==> config.mk <==
export PLATFORM = sky130hd
export DESIGN_NAME = page_walker
export DESIGN_NICKNAME = d
export VERILOG_FILES = /design/src/rtl/pw_pkg.sv /design/src/rtl/pw_canon.sv /design/src/rtl/pw_index_sel.sv /design/src/rtl/pw_leaf_form.sv /design/src/rtl/page_walker.sv
export SDC_FILE = /design/constraint.sdc
export NUM_CORES = 1
export LEC_CHECK = 0
export BUFFER_PORTS_ARGS = -buffer_cell sky130_fd_sc_hd__buf_2
export CORE_MARGIN = 5
export CORE_UTILIZATION = 31
export CTS_BUF_LIST = sky130_fd_sc_hd__clkbuf_4 sky130_fd_sc_hd__clkbuf_8
export CTS_CLUSTER_DIAMETER = 60
export DETAILED_ROUTE_END_ITERATION = 10
export RECOVER_POWER = 50
export SLEW_MARGIN = 30
export SYNTH_ARGS = -nofsm -noshare
export SYNTH_HDL_FRONTEND = slang
export SYNTH_HIERARCHICAL = 1
export SYNTH_SLANG_ARGS = --single-unit
export TNS_END_PERCENT = 10
==> constraint.sdc <==
create_clock -name clk -period 3 [get_ports clk]
set_clock_uncertainty 0.1 [all_clocks]
set_input_delay 0.45 -clock clk [delete_from_list [all_inputs] [get_ports clk]]
set_output_delay 0.45 -clock clk [all_outputs]
set_load 0.005 [all_outputs]
==> src/rtl/pw_pkg.sv <==
package pw_pkg;
  typedef enum logic [1:0] {ST_IDLE, ST_ISSUE, ST_WAIT, ST_DONE} pw_state_t;

  localparam logic [2:0] FLT_NONE     = 3'd0;
  localparam logic [2:0] FLT_NONCANON = 3'd1;
  localparam logic [2:0] FLT_NP_BASE  = 3'd4;

  localparam int PRESENT_BIT = 0;
  localparam int LARGE_BIT   = 7;
  localparam int ENTRY_W     = 64;
endpackage

==> src/rtl/pw_canon.sv <==
module pw_canon #(
  parameter int VA_W = 48
) (
  input  logic [63:0] va,
  output logic        ok
);
  localparam int TOP_W = 64 - VA_W + 1;
  logic [TOP_W-1:0] upper;
  assign upper = va[63:VA_W-1];
  assign ok = (&upper) | ~(|upper);
endmodule

==> src/rtl/pw_index_sel.sv <==
module pw_index_sel #(
  parameter int VA_W   = 48,
  parameter int PA_W   = 52,
  parameter int IDX_W  = 9,
  parameter int OFF_W  = 12,
  parameter int LEVELS = 4,
  localparam int LVL_W  = (LEVELS > 1) ? $clog2(LEVELS) : 1,
  localparam int BASE_W = PA_W - OFF_W
) (
  input  logic [63:0]       va,
  input  logic [LVL_W-1:0]  lvl,
  input  logic [BASE_W-1:0] base,
  output logic [PA_W-1:0]   entry_addr
);
  localparam int LOW_W = OFF_W - IDX_W;
  logic [IDX_W-1:0] idx [LEVELS];

  for (genvar l = 0; l < LEVELS; l++) begin : g_idx
    assign idx[l] = va[VA_W-1-l*IDX_W -: IDX_W];
  end

  assign entry_addr = {base, idx[lvl], {LOW_W{1'b0}}};
endmodule

==> src/rtl/pw_leaf_form.sv <==
module pw_leaf_form #(
  parameter int PA_W   = 52,
  parameter int IDX_W  = 9,
  parameter int OFF_W  = 12,
  parameter int LEVELS = 4,
  localparam int LVL_W = (LEVELS > 1) ? $clog2(LEVELS) : 1
) (
  input  logic [63:0]      entry,
  input  logic [63:0]      va,
  input  logic [LVL_W-1:0] lvl,
  output logic [PA_W-1:0]  pa
);
  logic [PA_W-1:0] cand [LEVELS];

  for (genvar l = 0; l < LEVELS; l++) begin : g_lvl
    localparam int SH = OFF_W + IDX_W * (LEVELS - 1 - l);
    localparam logic [PA_W-1:0] MASK = (PA_W'(1) << SH) - PA_W'(1);
    assign cand[l] = (entry[PA_W-1:0] & ~MASK) | (va[PA_W-1:0] & MASK);
  end

  assign pa = cand[lvl];
endmodule

==> src/rtl/page_walker.sv <==
module page_walker
  import pw_pkg::*;
#(
  parameter int VA_W   = 48,
  parameter int PA_W   = 52,
  parameter int IDX_W  = 9,
  parameter int OFF_W  = 12,
  parameter int LEVELS = 4
) (
  input  logic                  clk,
  input  logic                  rst_n,
  input  logic                  req_valid,
  output logic                  req_ready,
  input  logic [63:0]           req_vaddr,
  input  logic [PA_W-OFF_W-1:0] req_root,
  output logic                  mem_req_valid,
  input  logic                  mem_req_ready,
  output logic [PA_W-1:0]       mem_req_addr,
  input  logic                  mem_rsp_valid,
  output logic                  mem_rsp_ready,
  input  logic [63:0]           mem_rsp_data,
  output logic                  res_valid,
  input  logic                  res_ready,
  output logic [PA_W-1:0]       res_paddr,
  output logic [1:0]            res_size,
  output logic [2:0]            res_fault
);
  localparam int BASE_W = PA_W - OFF_W;
  localparam int LVL_W  = (LEVELS > 1) ? $clog2(LEVELS) : 1;
  localparam logic [LVL_W-1:0] LAST_LVL = LVL_W'(LEVELS - 1);

  pw_state_t         st_q, st_d;
  logic [LVL_W-1:0]  lvl_q, lvl_d;
  logic [63:0]       va_q, va_d;
  logic [BASE_W-1:0] base_q, base_d;
  logic [PA_W-1:0]   pa_q, pa_d;
  logic [1:0]        size_q, size_d;
  logic [2:0]        fault_q, fault_d;

  logic              canon_ok;
  logic [PA_W-1:0]   ent_addr;
  logic [PA_W-1:0]   leaf_pa;
  logic              ent_present, ent_large, large_ok, at_last;

  pw_canon #(.VA_W(VA_W)) u_canon (
    .va (req_vaddr),
    .ok (canon_ok)
  );

  pw_index_sel #(
    .VA_W(VA_W), .PA_W(PA_W), .IDX_W(IDX_W), .OFF_W(OFF_W), .LEVELS(LEVELS)
  ) u_index_sel (
    .va         (va_q),
    .lvl        (lvl_q),
    .base       (base_q),
    .entry_addr (ent_addr)
  );

  pw_leaf_form #(
    .PA_W(PA_W), .IDX_W(IDX_W), .OFF_W(OFF_W), .LEVELS(LEVELS)
  ) u_leaf_form (
    .entry (mem_rsp_data),
    .va    (va_q),
    .lvl   (lvl_q),
    .pa    (leaf_pa)
  );

  assign ent_present = mem_rsp_data[PRESENT_BIT];
  assign ent_large   = mem_rsp_data[LARGE_BIT];
  assign at_last     = (lvl_q == LAST_LVL);
  // large pages are honoured only between the top and final tables
  assign large_ok    = ent_large && (lvl_q != '0) && !at_last;

  always_comb begin
    st_d    = st_q;
    lvl_d   = lvl_q;
    va_d    = va_q;
    base_d  = base_q;
    pa_d    = pa_q;
    size_d  = size_q;
    fault_d = fault_q;
    unique case (st_q)
      ST_IDLE: begin
        if (req_valid) begin
          va_d   = req_vaddr;
          base_d = req_root;
          lvl_d  = '0;
          if (canon_ok) begin
            st_d = ST_ISSUE;
          end else begin
            st_d    = ST_DONE;
            pa_d    = '0;
            size_d  = 2'd0;
            fault_d = FLT_NONCANON;
          end
        end
      end
      ST_ISSUE: begin
        if (mem_req_ready) st_d = ST_WAIT;
      end
      ST_WAIT: begin
        if (mem_rsp_valid) begin
          if (!ent_present) begin
            st_d    = ST_DONE;
            pa_d    = '0;
            size_d  = 2'd0;
            fault_d = FLT_NP_BASE + 3'(lvl_q);
          end else if (large_ok || at_last) begin
            st_d    = ST_DONE;
            pa_d    = leaf_pa;
            size_d  = 2'(LEVELS - 1 - int'(lvl_q));
            fault_d = FLT_NONE;
          end else begin
            st_d   = ST_ISSUE;
            base_d = mem_rsp_data[PA_W-1:OFF_W];
            lvl_d  = lvl_q + LVL_W'(1);
          end
        end
      end
      ST_DONE: begin
        if (res_ready) st_d = ST_IDLE;
      end
      default: st_d = ST_IDLE;
    endcase
  end

  always_ff @(posedge clk) begin
    if (!rst_n) begin
      st_q    <= ST_IDLE;
      lvl_q   <= '0;
      va_q    <= '0;
      base_q  <= '0;
      pa_q    <= '0;
      size_q  <= 2'd0;
      fault_q <= FLT_NONE;
    end else begin
      st_q    <= st_d;
      lvl_q   <= lvl_d;
      va_q    <= va_d;
      base_q  <= base_d;
      pa_q    <= pa_d;
      size_q  <= size_d;
      fault_q <= fault_d;
    end
  end

  assign req_ready     = (st_q == ST_IDLE);
  assign mem_req_valid = (st_q == ST_ISSUE);
  assign mem_req_addr  = ent_addr;
  assign mem_rsp_ready = (st_q == ST_WAIT);
  assign res_valid     = (st_q == ST_DONE);
  assign res_paddr     = pa_q;
  assign res_size      = size_q;
  assign res_fault     = fault_q;
endmodule

Word level (Yosys, flattened, before mapping)
Cells that the tools add are included.
{"block": "classes", "addsub": 3, "multipliers": 0, "div": 0, "magnitude_cmp": 1, "n_eq_ne": 12, "shift": 0, "muxes": 42, "bitwise": 7, "n_reduce_logical": 13}
{"cell": "two-way mux 52 bit", "n": 7}
{"cell": "two-way mux 40 bit", "n": 4}
{"cell": "binary-select mux 52 bit (select 2 bit)", "n": 1}
{"cell": "one-hot mux 52 bit (2 select lines)", "n": 1}
{"cell": "one-hot mux 40 bit (2 select lines)", "n": 1}
{"cell": "OR 52 x 12 -> 52 bit", "n": 1}
{"cell": "OR 52 x 21 -> 52 bit", "n": 1}
{"cell": "OR 52 x 30 -> 52 bit", "n": 1}
{"cell": "OR 52 x 39 -> 52 bit", "n": 1}
{"cell": "two-way mux 2 bit", "n": 16}
{"cell": "binary-select mux 9 bit (select 2 bit)", "n": 1}
{"cell": "two-way mux 9 bit", "n": 2}
{"cell": "AND reduction 17 bit", "n": 1}
{"cell": "OR reduction 17 bit", "n": 1}
{"cell": "two-way mux 3 bit", "n": 5}
{"cell": "AND reduction 5 bit", "n": 2}
{"cell": "!= test 2 bit (second input constant)", "n": 4}
{"cell": "one-hot mux 2 bit (2 select lines)", "n": 2}
{"cell": "one-hot mux 2 bit (4 select lines)", "n": 1}
{"cell": "equality test 2 bit (second input constant)", "n": 3}
{"cell": "!= test 2 x 1 -> 1 bit (second input constant)", "n": 3}
{"cell": "one-hot mux 3 bit (2 select lines)", "n": 1}
{"cell": "AND reduction 4 bit", "n": 1}
{"cell": "nonzero test 2 bit", "n": 2}
{"cell": "other kinds (14)", "n": 15}
{"block": "word_totals", "reg_bits": 149, "latch_bits": 0, "ramBits": 0, "rom_bits": 0, "inputBits": 174, "elab_cells": 85, "mem_count": 0}

Logic depth before layout (Yosys ltp)
{"block": "depth", "depth_word": 8, "depth_mapped": 10}

Modules after synthesis
The synthesis kept the hierarchy.
{"mod": "page_walker", "instances": 1, "cells_per_inst": 796, "area_per_inst_um2": 6802.8}
{"mod": "pw_leaf_form", "instances": 1, "cells_per_inst": 55, "area_per_inst_um2": 568.0}
{"mod": "pw_index_sel", "instances": 1, "cells_per_inst": 55, "area_per_inst_um2": 545.5}
{"mod": "pw_canon", "instances": 1, "cells_per_inst": 12, "area_per_inst_um2": 98.8}

Least setup slack after synthesis
Ideal clock, no wire load.
{"block": "synth_path", "path_type": "reg-to-reg", "start": "register lvl_q[0]", "end": "register pa_q[42], in the netlist res_paddr[42]", "arrival_ps": 1846, "required_ps": 2781, "slack_ps": 935, "stages_incl_launch_ff": 10, "period_less_slack_ps": 2065, "path_cell_list": "dfxtp_1 inv_1 ha_1 nor2b_1 o21ai_4 o22a_1 buf_2 buf_6 buf_6 mux2i_1"}
{"block": "synth_via", "elab_chain_len": 8, "word_cells_on_any_way": 16, "classes_between": "eq/ne (2); mux (7); bitwise (1); reduce/logical (6)"}
{"item": "start, declared", "line": "page_walker.sv:33", "rtl": "logic [LVL_W-1:0] lvl_q, lvl_d;"}
{"item": "start signal, assigned", "line": "page_walker.sv:138", "rtl": "lvl_q <= lvl_d;"}
{"item": "inverter 2 -> 3 bit (implied by the code)", "line": "pw_leaf_form.sv:21", "rtl": "assign pa = cand[lvl];"}
{"item": "binary-select mux 52 bit (select 2 bit)", "line": "pw_leaf_form.sv:21"}
{"item": "two-way mux 52 bit (implied by the code) (2 in series)", "line": "pw_leaf_form.sv:21"}
{"item": "two-way mux 52 bit", "line": "page_walker.sv:108", "rtl": "end else if (large_ok || at_last) begin"}
{"item": "two-way mux 52 bit", "line": "page_walker.sv:103", "rtl": "if (!ent_present) begin"}
{"item": "two-way mux 52 bit", "line": "page_walker.sv:102", "rtl": "if (mem_rsp_valid) begin"}
{"item": "one-hot mux 52 bit (2 select lines)", "line": "page_walker.sv:82", "rtl": "unique case (st_q)"}
{"item": "end signal, assigned", "line": "page_walker.sv:141", "rtl": "pa_q <= pa_d;"}
{"item": "end, declared", "line": "page_walker.sv:36", "rtl": "logic [PA_W-1:0] pa_q, pa_d;"}
Parallel ways exist; a longest one is shown, timed or not. The select of a mux whose other input is x is not followed.
A chain may end at the register's enable or synchronous reset.

Worst setup path in the final report
{"block": "layout_path", "start": "register st_q[0]", "end": "register va_q[32]"}
{"block": "layout_via", "elab_chain_len": 2}
{"item": "start, declared", "line": "page_walker.sv:32", "rtl": "pw_state_t st_q, st_d;"}
{"item": "start signal, assigned", "line": "page_walker.sv:137", "rtl": "st_q <= st_d;"}
{"item": "zero test 2 bit", "line": "page_walker.sv:82"}
{"item": "AND reduction 2 bit (no line)"}
{"item": "end signal, assigned", "line": "page_walker.sv:139", "rtl": "va_q <= va_d;"}
{"item": "end, declared", "line": "page_walker.sv:34", "rtl": "logic [63:0] va_q, va_d;"}
No other way between the ends.

==> flow_summary.json <==
{
  "cts.root.buffer_cell": "sky130_fd_sc_hd__clkbuf_8",
  "grt_antenna_before_repair": 4,
  "route.detailed.vias_per_inst": 4.73,
  "period_minus_slack_ns": 2.47,
  "drt_drc_violations_left": 0,
  "endpoint_kind": "flip-flop",
  "crit_path_max_fanout": 31,
  "crit_type": "reg2reg",
  "grt_remaining_overflow": 0,
  "timing.setup.tns_ns": 0,
  "place.port_buffers": 261,
  "crit_path_start_kind": "flip-flop",
  "timing.critical_path.max_delay_family": "simple AND/OR/NAND/NOR gates",
  "timing.final.setup_violations": 0,
  "post_layout_nonfiller_instances": 1343,
  "hold_violations": 0,
  "clk-insertion-delay-late_ns": 0.43,
  "grtUsageTotal": 0.169,
  "r2r.worst_path.cells": 5,
  "tritoncts": "yes",
  "timing.hold.worst_endpoint": "va_q[37]$_SDFFE_PN0P_",
  "finalPower_mw": 5.05,
  "clock_path_buffers": 2,
  "wp_data_required_ns": 3.26,
  "grt_max_degree": 153,
  "holdCritStartpoint": "req_vaddr[37]",
  "timing.final.crit_share": 0.824,
  "finalWirelength_um": 23500,
  "cts.reportedPaths.clkPinSlew_ns": 0.09,
  "initial_core_util": 0.316,
  "timing.hold.worst.class": "in2reg",
  "most_common_cell_after_layout_fill_and_taps_aside": "sky130_fd_sc_hd__nand2_1",
  "die_height_um": 165,
  "vias_in_the_first_global_route": 6210,
  "status": "finished, final reports clean",
  "detail_route.wl_per_cell_um": 17.5,
  "holdPathStages": 3,
  "tritoncts.num_buffers": 17,
  "peak_ir_drop_on_the_vdd_network_uv": 298,
  "design.die.area_um2": 27200,
  "reg2reg_slack_ns": 0.53,
  "grt_first_pass_wirelength_um": 35600,
  "antenna_left": 0,
  "routabilityCongestion": 0.776,
  "cp_data_arrival_time_ns": 2.73,
  "htree_num_levels": 4,
  "cts_num_sinks": 149,
  "horizontal_die_dimension_um": 165,
  "placed_cells": 1309,
  "crit_slowest_cell": "sky130_fd_sc_hd__and2_1",
  "cts-resized-gates": 0,
  "final_net_count": 1185,
  "netlist_area_um2": 7450,
  "post_cts_buffers": 0,
  "clock.fmax_mhz": 405,
  "worstReg2RegEnd": "va_q[32]$_SDFFE_PN0P_",
  "layout_stage_area_growth_over_the_synthesis_result_pct": 19.3,
  "synth-warning-count": 6,
  "cap_violations": 0,
  "fraction_of_layout_instances_using_a_drive_strength_above_1": 0.285,
  "hpwl_um": 16700,
  "post_cts_hold_buffer_count": 0,
  "worst_slew_slack_as_a_fraction_of_its_limit": 0.133,
  "worstPathCellList": "nor2_2 > and2_1 > buf_4 > nand2_1 > a21boi_1",
  "crit-reg2reg-launch": "st_q[0]$_SDFFE_PN0P_",
  "total_buffers_and_inverters_traversed_by_the_critical_path": 1,
  "critPathMaxStageDelay_ns": 1.03,
  "fillerInstances": 2515,
  "placement_rows": 56,
  "dr.first_iter.drc_count": 362,
  "drt_pass1_iterations": 4,
  "slew_violations": 0,
  "layout_common_cells": "sky130_fd_sc_hd__nand2_1, sky130_fd_sc_hd__buf_2, sky130_fd_sc_hd__dfxtp_1",
  "max_slew.worst_pin.slew_ns": 1.30,
  "netlist_instances": 853,
  "syn_area_per_cell_um2": 8.73,
  "io-pin-count": 287,
  "detailroute.via_count": 6350,
  "floorplan.core_area_um2": 23500,
  "p_per_area_nw_per_um2": 568,
  "static-leakage-power_nw": 4.22,
  "rsz0062_at_grt": "no"
}
==> per-layer routing <==
layer,part of all wire,track usage
met3,0.083,0.0616
met2,0.48,0.285
met1,0.42,0.206
met5,0.0014,0
met4,0.012,0.0401
==> worst max path at each step <==
| stage | start | to | slack [ns] | cells past startpoint |
|---|---|---|---|---|
| after floorplan | lvl_q[0]$_SDFFE_PN0P_ | res_paddr[42]$_SDFFE_PN0P_ | 0.93 | 9 |
| after global placement | req_vaddr[47] | res_paddr[27]$_SDFFE_PN0P_ | 0.77 | 7 |
| after detailed placement | req_vaddr[53] | res_paddr[6]$_SDFFE_PN0P_ | 0.70 | 7 |
| after CTS | lvl_q[0]$_SDFFE_PN0P_ | mem_req_addr[11] | 0.53 | 3 |
| after global routing | st_q[0]$_SDFFE_PN0P_ | va_q[29]$_SDFFE_PN0P_ | 0.25 | 5 |
| final | st_q[0]$_SDFFE_PN0P_ | va_q[32]$_SDFFE_PN0P_ | 0.53 | 5 |
==> through the flow <==
stage / setup WS (ns) / cell area, um2 / util / hold slack (ns)
3_5_place_dp: 0.695 / 8490 / 0.361 / 0.346
3_3_place_gp: 0.768 / 8490 / 0.361 / 0.340
4_1_cts: 0.528 / 8970 / 0.381 / 0.103
2_1_floorplan: 0.935 / 7460 / - / 0.332
5_1_grt: 0.254 / 8880 / 0.377 / 0.111
6_report: 0.529 / 8890 / 0.378 / 0.148
==> cell type report <==
type / count / area (um2) / area share
clock buffers: 24 / 312 / 0.0351
flip-flops and latches: 149 / 2980 / 0.336
clock inverters: 7 / 168 / 0.0189
inverters: 5 / 23.8 / 0.00267
well taps: 319 / 399 / 0.0449
diodes: 3 / 7.51 / 0.000845
repair buffers: 275 / 1400 / 0.157
multi-input cells: 561 / 3600 / 0.405
==> worst reg2reg max path, delay by kind of cell, from the launching register on <==
kind | cells | cell delay (ns)
AND/OR/NAND/NOR | 3 | 1.35
flip-flops | 1 | 0.43
buffers and inverters | 1 | 0.37
AO/OA/AOI/OAI | 1 | 0.13
==> report_power, final <==
| group | leakage (nW) | switching (mW) | total (mW) | internal, mW |
|---|---|---|---|---|
| sequential | 1.22 | 0.0986 | 2.22 | 2.12 |
| clock | 0.244 | 0.776 | 1.88 | 1.11 |
| combinational | 2.76 | 0.534 | 0.951 | 0.418 |
| total | 4.22 | 1.41 | 5.05 | 3.64 |
==> state kept, by name, summed over array words and instances, names as in the netlist <==
name       cells
lvl_q          2
res_fault      3
res_paddr     52
base_q        40
st_q           2
va_q          48
res_size       2
Note: power is estimated with default switching activity, not from simulation.
